[config.mk]
export PLATFORM = sky130hd
export DESIGN_NAME = nand_bus_seq
export DESIGN_NICKNAME = d
export VERILOG_FILES = /design/src/rtl/nand_bus_seq.sv
export SDC_FILE = /design/constraint.sdc
export NUM_CORES = 1
export LEC_CHECK = 0
export BUFFER_PORTS_ARGS = -buffer_cell sky130_fd_sc_hd__buf_2
export CAP_MARGIN = 40
export CORE_MARGIN = 2
export CORE_UTILIZATION = 53
export CTS_CLUSTER_DIAMETER = 30
export DETAILED_ROUTE_END_ITERATION = 16
export HOLD_SLACK_MARGIN = 0.12
export PLACE_DENSITY = 0.89
export REMOVE_ABC_BUFFERS = 1
export SLEW_MARGIN = 10
export SYNTH_ARGS = -nofsm -noshare
export SYNTH_HDL_FRONTEND = slang
export SYNTH_SLANG_ARGS = --single-unit
[constraint.sdc]
create_clock -name clk -period 5.8 [get_ports clk]
set_clock_uncertainty 0.05 [all_clocks]
set_input_delay 0.29 -clock clk [delete_from_list [all_inputs] [get_ports clk]]
set_output_delay 0.29 -clock clk [all_outputs]
set_load 0.005 [all_outputs]
[src/rtl/nand_bus_seq.sv]
module nand_bus_seq #(
  parameter logic [7:0] STATUS_CMD = 8'h70
) (
  input  logic        clk,
  input  logic        rst_n,
  input  logic [31:0] timing_cfg,
  input  logic        req_valid,
  input  logic        req_write,
  input  logic [1:0]  req_latch,
  input  logic [7:0]  req_wdata,
  output logic        req_ack,
  output logic [7:0]  rd_data,
  input  logic        poll_valid,
  output logic        poll_done,
  output logic        dev_ready,
  input  logic        chip_sel,
  output logic        nf_ce_n,
  output logic        nf_wp_n,
  output logic        nf_cle,
  output logic        nf_ale,
  output logic        nf_we_n,
  output logic        nf_re_n,
  output logic [7:0]  nf_dq_out,
  output logic        nf_dq_oe,
  input  logic [7:0]  nf_dq_in,
  input  logic        nf_rb
);

  localparam int CW = 6;

  typedef enum logic [2:0] {S_IDLE, S_POLL, S_TURN, S_SETUP, S_STROBE, S_HOLD} st_t;

  st_t          state;
  logic [CW-1:0] cnt;
  logic         op_write, op_cle, op_ale, in_poll, poll_cmd;
  logic         last_write, have_prev, rb_q;
  logic [7:0]   op_wdata, rdq;

  wire [CW-1:0] w_su = CW'(timing_cfg[29:26]);
  wire [CW-1:0] w_st = CW'(timing_cfg[25:20]);
  wire [CW-1:0] w_ho = CW'(timing_cfg[19:17]);
  wire [CW-1:0] r_su = CW'(timing_cfg[16:13]);
  wire [CW-1:0] r_st = CW'(timing_cfg[12:7]);
  wire [CW-1:0] r_ho = CW'(timing_cfg[6:4]);
  wire [CW-1:0] ta   = CW'(timing_cfg[3:2]);

  logic          launch_w, need_turn;
  logic [CW-1:0] first_len;

  always_comb begin
    case (state)
      S_IDLE:  launch_w = req_write;
      S_HOLD:  launch_w = 1'b0;
      default: launch_w = 1'b1;
    endcase
    need_turn = have_prev && (last_write != launch_w);
    first_len = need_turn ? ta : (launch_w ? w_su : r_su);
  end

  wire last_cnt = (cnt == '0);
  wire active   = (state == S_SETUP) || (state == S_STROBE) || (state == S_HOLD);
  wire hold_end = (state == S_HOLD) && last_cnt;

  always_ff @(posedge clk or negedge rst_n) begin
    if (!rst_n) begin
      state      <= S_IDLE;
      cnt        <= '0;
      op_write   <= 1'b0;
      op_cle     <= 1'b0;
      op_ale     <= 1'b0;
      op_wdata   <= '0;
      in_poll    <= 1'b0;
      poll_cmd   <= 1'b0;
      last_write <= 1'b0;
      have_prev  <= 1'b0;
      rdq        <= '0;
      rb_q       <= 1'b1;
    end else begin
      rb_q <= nf_rb;
      case (state)
        S_IDLE: begin
          if (poll_valid) begin
            in_poll <= 1'b1;
            state   <= S_POLL;
          end else if (req_valid) begin
            op_write   <= req_write;
            op_cle     <= req_latch[0];
            op_ale     <= req_latch[1] & ~req_latch[0];
            op_wdata   <= req_wdata;
            last_write <= launch_w;
            have_prev  <= 1'b1;
            cnt        <= first_len;
            state      <= need_turn ? S_TURN : S_SETUP;
          end
        end
        S_POLL: begin
          if (rb_q) begin
            op_write   <= 1'b1;
            op_cle     <= 1'b1;
            op_ale     <= 1'b0;
            op_wdata   <= STATUS_CMD;
            poll_cmd   <= 1'b1;
            last_write <= launch_w;
            have_prev  <= 1'b1;
            cnt        <= first_len;
            state      <= need_turn ? S_TURN : S_SETUP;
          end
        end
        S_TURN: begin
          if (last_cnt) begin
            state <= S_SETUP;
            cnt   <= op_write ? w_su : r_su;
          end else cnt <= cnt - 1'b1;
        end
        S_SETUP: begin
          if (last_cnt) begin
            state <= S_STROBE;
            cnt   <= op_write ? w_st : r_st;
          end else cnt <= cnt - 1'b1;
        end
        S_STROBE: begin
          if (last_cnt) begin
            if (!op_write) rdq <= nf_dq_in;
            state <= S_HOLD;
            cnt   <= op_write ? w_ho : r_ho;
          end else cnt <= cnt - 1'b1;
        end
        S_HOLD: begin
          if (last_cnt) begin
            if (poll_cmd) begin
              poll_cmd   <= 1'b0;
              op_write   <= 1'b0;
              op_cle     <= 1'b0;
              last_write <= launch_w;
              cnt        <= first_len;
              state      <= need_turn ? S_TURN : S_SETUP;
            end else begin
              in_poll <= 1'b0;
              state   <= S_IDLE;
            end
          end else cnt <= cnt - 1'b1;
        end
        default: state <= S_IDLE;
      endcase
    end
  end

  assign req_ack   = hold_end && !in_poll;
  assign poll_done = hold_end && in_poll && !poll_cmd;
  assign rd_data   = rdq;
  assign dev_ready = rb_q;

  assign nf_ce_n   = ~chip_sel;
  assign nf_wp_n   = chip_sel;
  assign nf_cle    = active && op_cle;
  assign nf_ale    = active && op_ale;
  assign nf_we_n   = !((state == S_STROBE) && op_write);
  assign nf_re_n   = !((state == S_STROBE) && !op_write);
  assign nf_dq_oe  = active && op_write;
  assign nf_dq_out = op_wdata;

  a_r1_latch_excl: assert property (@(posedge clk) disable iff (!rst_n) !(nf_cle && nf_ale));
  a_r9_ack_pulse: assert property (@(posedge clk) disable iff (!rst_n) req_ack |=> !req_ack);
  a_r9_done_pulse: assert property (@(posedge clk) disable iff (!rst_n) poll_done |=> !poll_done);
  a_r9_we_drives: assert property (@(posedge clk) disable iff (!rst_n) !nf_we_n |-> nf_dq_oe);
  a_r9_read_float: assert property (@(posedge clk) disable iff (!rst_n) !nf_re_n |-> !nf_dq_oe);
  a_r2_data_stable: assert property (@(posedge clk) disable iff (!rst_n)
    (!nf_we_n && $past(!nf_we_n)) |-> $stable(nf_dq_out));
  a_r7_busy_quiet: assert property (@(posedge clk) disable iff (!rst_n)
    (state == S_POLL) |-> (nf_we_n && nf_re_n && !nf_cle && !nf_ale));
  a_r7_no_req_ack: assert property (@(posedge clk) disable iff (!rst_n) in_poll |-> !req_ack);
  a_r5_cfg_known: assert property (@(posedge clk) disable iff (!rst_n) !$isunknown(timing_cfg));

endmodule

== Word level (Yosys, flattened, before mapping) ==
Index checks and enable logic that the tools add are counted.

* Flip-flop bits (word level): 33
* Output and inout port bits: 26

* Mux-type cells: 57
* Reductions and logical operators: 31
* Bitwise gates (word level): 4
* Add/sub/neg operators: 1
* Eq/ne operators: 18

{| class="wikitable"
|+ Operators by type and width
! kind !! count
|-
| 2-to-1 mux 6 bit || 9
|-
| case mux 6 bit (6 select lines) || 1
|-
| 2-to-1 mux 3 bit || 8
|-
| 2-to-1 mux 8 bit || 3
|-
| 2-to-1 mux 1 bit || 22
|-
| != test 2 bit (second input constant) || 10
|-
| case mux 3 bit (6 select lines) || 1
|-
| case mux 8 bit (2 select lines) || 1
|-
| 2-to-1 mux 4 bit || 3
|-
| AND reduction 6 bit || 2
|-
| logical AND 1 bit || 10
|-
| case mux 1 bit (2 select lines) || 5
|-
| case mux 1 bit (3 select lines) || 3
|-
| AND reduction 4 bit || 2
|-
| equality test 3 x 2 -> 1 bit (second input constant) || 2
|-
| equality test 3 bit (second input constant) || 2
|-
| zero test 6 bit || 1
|-
| != test 3 bit (second input constant) || 2
|-
| AND reduction 3 bit || 2
|-
| nonzero test 2 bit || 3
|-
| nonzero test 6 bit || 1
|-
| subtractor 6 x 1 -> 6 bit (second input constant) || 1
|-
| zero test 1 bit || 5
|-
| AND reduction 5 bit || 1
|-
| 8 further kinds || 11
|}

== Longest topological paths before layout ==
* Word-level depth: 8
* Gate-level depth with buffers: 8

== Worst setup path before layout ==
Ideal clock, no wire load.

* Path type: register -> output
* Start: reg cnt[0]
* End: out req_ack
* Stages on the path, launching flop included: 7
* Setup slack: 3.509 ns
* Required time: 5.460 ns
* Data arrival time: 1.951 ns
* Cells stage by stage: dfrtp_1 > inv_1 > ha_1 > or4b_4 > or2_2 > buf_2 > nor4b_1

* Cells in the longest elaborated chain, start to end: 3

{| class="wikitable"
|+ Ends and longest elaborated chain
! what !! RTL line !! source
|-
| start, declared || 34 || <nowiki>logic [CW-1:0] cnt;</nowiki>
|-
| start signal, assigned || 92 || <nowiki>cnt <= first_len;</nowiki>
|-
| start signal, assigned || 105 || <nowiki>cnt <= first_len;</nowiki>
|-
| start signal, assigned || 112 || <nowiki>cnt <= op_write ? w_su : r_su;</nowiki>
|-
| zero test 6 bit || 60 || <nowiki>wire last_cnt = (cnt == '0);</nowiki>
|-
| logical AND 1 bit || 62 || <nowiki>wire hold_end = (state == S_HOLD) && last_cnt;</nowiki>
|-
| logical AND 1 bit || 148 || <nowiki>assign req_ack = hold_end && !in_poll;</nowiki>
|-
| end, declared || 11 || <nowiki>output logic req_ack,</nowiki>
|}

Every way passes these cells.

== Worst setup path after layout ==
* Start: reg state[2]
* End: out nf_re_n

* Cells in the longest elaborated chain, start to end: 3

{| class="wikitable"
|+ Ends and longest elaborated chain
! what !! RTL line !! source
|-
| start, declared || 33 || <nowiki>st_t state;</nowiki>
|-
| start signal, assigned || 93 || <nowiki>state <= need_turn ? S_TURN : S_SETUP;</nowiki>
|-
| start signal, assigned || 106 || <nowiki>state <= need_turn ? S_TURN : S_SETUP;</nowiki>
|-
| start signal, assigned || 136 || <nowiki>state <= need_turn ? S_TURN : S_SETUP;</nowiki>
|-
| equality test 3 bit || 158 || <nowiki>assign nf_re_n = !((state == S_STROBE) && !op_write);</nowiki>
|-
| logical AND 1 bit || 158 ||
|-
| zero test 1 bit || 158 ||
|-
| end, declared || 22 || <nowiki>output logic nf_re_n,</nowiki>
|}

Every way passes these cells.

==> report_table.html <==
<table>
<tr><th>Metric</th><th>Value</th></tr>
<tr><th colspan="2">Routing</th></tr>
<tr><td>Initial DRC count</td><td>109</td></tr>
<tr><td>Number of remaining DRC errors</td><td>0</td></tr>
<tr><td>Post-DR vias/cell</td><td>5.85</td></tr>
<tr><td>WL/cell</td><td>15.2 um</td></tr>
<tr><td>DR pass1 iterations</td><td>5</td></tr>
<tr><td>Antenna-violating nets left</td><td>0</td></tr>
<tr><td>Via count</td><td>2,030</td></tr>
<tr><td>Final Routed Wirelength</td><td>5.28 mm</td></tr>
<tr><th colspan="2">Global route</th></tr>
<tr><td>Initial antenna violation count</td><td>0</td></tr>
<tr><td>Overall routing resource usage</td><td>24.6%</td></tr>
<tr><td>Pin count of the biggest net entering global routing</td><td>35</td></tr>
<tr><td>Number of global-route vias before repair</td><td>1,888</td></tr>
<tr><td>Leftover overflow at the end of global routing</td><td>0</td></tr>
<tr><td>First-pass GRT wire length</td><td>8.60 mm</td></tr>
<tr><th colspan="2">Placed design</th></tr>
<tr><td>Weighted congestion at the end of routability-driven global placement</td><td>0.913</td></tr>
<tr><td>Count of buffers inserted at the top-level ports</td><td>78</td></tr>
<tr><td>Sum of net half-perimeters after detailed placement</td><td>3.85 mm</td></tr>
<tr><td>Placed cells</td><td>337</td></tr>
<tr><th colspan="2">Worst setup path</th></tr>
<tr><td>Element type at the critical path end</td><td>output pin</td></tr>
<tr><td>Number of buffer and inverter stages on the critical path</td><td>1</td></tr>
<tr><td>Data required, critical path</td><td>5460 ps</td></tr>
<tr><td>Largest fanout on the critical path</td><td>29</td></tr>
<tr><td>Nature of the critical path startpoint</td><td>flip-flop</td></tr>
<tr><td>Register-to-register setup slack</td><td>3060 ps</td></tr>
<tr><td>R2r startpoint</td><td>state[2]</td></tr>
<tr><td>Slowest stage cell on the critical path</td><td>sky130_fd_sc_hd__dfrtp_1</td></tr>
<tr><td>Cell class contributing the biggest share of worst-path delay</td><td>simple AND/OR/NAND/NOR gates</td></tr>
<tr><td>Sequence of cells on the critical path</td><td>nand2b_1, or3_1, buf_2</td></tr>
<tr><td>Setup CP Type</td><td>reg2out</td></tr>
<tr><td>Arrival time at the worst endpoint</td><td>2470 ps</td></tr>
<tr><td>Largest stage delay on the critical path</td><td>880 ps</td></tr>
<tr><td>Critical register-to-register path endpoint</td><td>rd_data[4]</td></tr>
<tr><td>Startpoint of the worst setup timing path</td><td>state[2]</td></tr>
<tr><td>Number of cells on the worst reg-to-reg path</td><td>4</td></tr>
<tr><th colspan="2">Yosys</th></tr>
<tr><td>Synthesized-area fraction occupied by ao, oa, aoi and oai cells</td><td>23.9%</td></tr>
<tr><td>Area share of the leading cell type in the synthesized netlist</td><td>37.3%</td></tr>
<tr><td>Post-Synth XOR/XNOR Area</td><td>1.22%</td></tr>
<tr><td>Post-Synth Adder-Cell Area</td><td>0.582%</td></tr>
<tr><td>Largest family of logic cells by synthesized area</td><td>compound AO/OA/AOI/OAI gates</td></tr>
<tr><td>Post-Synth Simple-Gate Area</td><td>18.6%</td></tr>
<tr><td>Most used DFF post-synth</td><td>sky130_fd_sc_hd__dfrtp_1</td></tr>
<tr><td>Synth top area cells</td><td>sky130_fd_sc_hd__dfrtp_1 37%, sky130_fd_sc_hd__mux2_2 6.8%, sky130_fd_sc_hd__mux4_2 4.2%</td></tr>
<tr><td>Number of different library cells in the post-synthesis netlist</td><td>57</td></tr>
<tr><td>Synth Area per Inst</td><td>9.68 um2</td></tr>
<tr><td>Async set-reset flop share out of synthesis</td><td>100%</td></tr>
<tr><td>Number of flip-flops and latches in the synthesized netlist</td><td>33</td></tr>
<tr><td>Post-synthesis cell area</td><td>2150 um2</td></tr>
<tr><td>Number of synthesized flops with an enable pin</td><td>0</td></tr>
<tr><td>Yosys warning total</td><td>0</td></tr>
<tr><td>Cells after synthesis</td><td>222</td></tr>
<tr><td>Share of the yosys chip area belonging to registers</td><td>38.5%</td></tr>
<tr><td>Largest area contributor in the synthesized netlist</td><td>sky130_fd_sc_hd__dfrtp_1</td></tr>
<tr><td>Mux share of post-synthesis cell area</td><td>12.9%</td></tr>
<tr><th colspan="2">Clocking</th></tr>
<tr><td>Level count of the clock H-tree</td><td>2</td></tr>
<tr><td>CTS tree</td><td>built</td></tr>
<tr><td>Clock-pin slew reported for the worst setup and hold paths after clock tree synthesis</td><td>70 ps</td></tr>
<tr><td>Clock buffers created by TritonCTS</td><td>5</td></tr>
<tr><td>Clock network latency to the later pin of the worst-skew pair</td><td>290 ps</td></tr>
<tr><td>Cell at the root of the clock tree</td><td>sky130_fd_sc_hd__clkbuf_8</td></tr>
<tr><td>PostCTS Resize Cnt</td><td>0</td></tr>
<tr><td>Maximum root-to-sink buffer count</td><td>2</td></tr>
<tr><td>Hold bufs inserted after CTS</td><td>2</td></tr>
<tr><td>CTS sink count</td><td>33</td></tr>
<tr><td>Post-CTS Setup Inserts</td><td>0</td></tr>
<tr><th colspan="2">STA</th></tr>
<tr><td>Number of max-slew violations in the final report</td><td>0</td></tr>
<tr><td>Count of endpoints failing setup in the final report</td><td>0</td></tr>
<tr><td>Remaining max-slew budget at the tightest pin</td><td>45.6%</td></tr>
<tr><td>Min Tclk post-route</td><td>2810 ps</td></tr>
<tr><td>Final cycle utilization of the critical path</td><td>48.5%</td></tr>
<tr><td>Count of final hold-check violations</td><td>0</td></tr>
<tr><td>Highest clock rate</td><td>0.356 GHz</td></tr>
<tr><td>RSZ-0062 raised after global routing</td><td>false</td></tr>
<tr><td>Setup TNS Final</td><td>0 ps</td></tr>
<tr><td>Actual slew at the worst max-slew pin</td><td>815 ps</td></tr>
<tr><th colspan="2">Power</th></tr>
<tr><td>Lkg Pwr</td><td>1.29 nW</td></tr>
<tr><td>Power per cell area</td><td>439 nW/um2</td></tr>
<tr><td>IR drop worst, VDD</td><td>0.330 mV</td></tr>
<tr><td>Total chip power</td><td>1.19 mW</td></tr>
<tr><th colspan="2">Worst hold path</th></tr>
<tr><td>Worst Hold Launch</td><td>req_wdata[4]</td></tr>
<tr><td>Number of cells on the worst hold path</td><td>2</td></tr>
<tr><td>Path category of the worst min-delay check</td><td>in2reg</td></tr>
<tr><td>Hold Path End</td><td>nf_dq_out[4]</td></tr>
<tr><th colspan="2">Finish</th></tr>
<tr><td>Total inserted antenna cells</td><td>0</td></tr>
<tr><td>Area of the multi-input gates</td><td>1230 um2</td></tr>
<tr><td>Fraction of layout instances using a drive strength above 1</td><td>38.0%</td></tr>
<tr><td>Commonest non-fill, non-tap cells in the layout</td><td>78 x sky130_fd_sc_hd__buf_2, 32 x sky130_fd_sc_hd__dfrtp_1, 20 x sky130_fd_sc_hd__nand2_1, 14 x sky130_fd_sc_hd__nor2_1, 13 x sky130_fd_sc_hd__mux2_2</td></tr>
<tr><td>Fillers</td><td>330</td></tr>
<tr><td>Fin cells</td><td>347</td></tr>
<tr><td>Register Area</td><td>827 um2</td></tr>
<tr><td>Net count reported at finish</td><td>354</td></tr>
<tr><td>Most common cell after layout, fill and taps aside</td><td>sky130_fd_sc_hd__buf_2</td></tr>
<tr><td>Synthesis-to-layout area growth</td><td>25.8%</td></tr>
<tr><th colspan="2">Die</th></tr>
<tr><td>IO Pins</td><td>83</td></tr>
<tr><td>Area of the die</td><td>4580 um2</td></tr>
<tr><td>DIE WIDTH</td><td>67.7 um</td></tr>
<tr><td>Standard cell core area</td><td>3940 um2</td></tr>
<tr><td>Standard-cell rows</td><td>23</td></tr>
<tr><td>Initial cell density of the core</td><td>54.5%</td></tr>
<tr><td>Vertical extent of the die</td><td>67.7 um</td></tr>
<tr><th colspan="2">Flow run</th></tr>
<tr><td>Max capacitance violation total</td><td>0</td></tr>
<tr><th colspan="2">Run status</th></tr>
<tr><td>Outcome</td><td>completed</td></tr>
</table>
Yosys cell counts (all sizes together), types with 3 or more instances:
library cell   n
dfrtp         32
nand2         20
nor2          15
mux2          13
o21ai         11
a21oi         10
buf            8
inv            8
nand2b         7
a22o           6
a31oi          6
clkbuf         6
nor3           6
a221o          5
nor2b          5
mux2i          4
mux4           4
o211ai         4
o22ai          4
and2           3
o22a           3
through the flow:
stage,worst slack (ps),cell area (um2),util (%),hold WS [ps]
floorplan,3490,2090,-,-55.6
global placement,3180,2550,64.6,335
detailed placement,3110,2550,64.6,341
CTS,3030,2700,68.6,157
global route,2840,2700,68.6,166
finish,2990,2700,68.6,153
area by class of cell:
cell class,count,share of cell area (%)
multi-input cells,167,45.4
flip-flops and latches,33,30.6
repair buffers,81,15.5
clock buffers,5,2.55
clock inverters,3,2.55
well taps,50,2.31
inverters,8,1.11
kinds of logic after synthesis:
family | Yosys count
xor gates and xnor gates | 3
adders and majority gates | 1
muxes | 21
and+or+nand+nor | 72
AOI/OAI and AO/OA | 70
buffers and inverters | 22
DFF | 33
worst max-delay path by stage:
stage	endpoint	slack, ps	cells past startpoint
finish	nf_re_n	2990	3
global route	nf_re_n	2840	3
CTS	req_ack	3030	6
detailed placement	rd_data[4]	3110	4
global placement	rd_data[4]	3180	4
floorplan	last_write	3490	7
flip-flops by register name (all words and copies together) (netlist names):
signal and flops:
cnt 6, dev_ready 1, have_prev 1, in_poll 1
last_write 1, nf_dq_out 8, op_ale 1, op_cle 1
op_write 1, poll_cmd 1, rd_data 8, state 3
worst register-to-register path, delay by kind of cell (launching register included):
kind	cells	cell delay, ps
AND/OR/NAND/NOR	3	1340
flip-flops	1	880
multiplexers	1	360
power breakdown:
group | internal (mW) | switching (mW) | leakage (nW)
Sequential | 0.304 | 0.0900 | 0.410
Clock | 0.173 | 0.0929 | 0.0687
Combinational | 0.263 | 0.263 | 0.813
Total | 0.740 | 0.446 | 1.29
routing by layer:
| layer | track usage (%) | vias up | routed length [um] |
|---|---|---|---|
| li1 | - | 992 | - |
| met1 | 32.3 | 953 | 2210 |
| met2 | 41.4 | 78 | 2640 |
| met3 | 4.83 | 7 | 368 |
| met4 | 6.63 | 0 | 62 |
| met5 | 0 | - | 0 |
(Power assumes the default switching activity.)
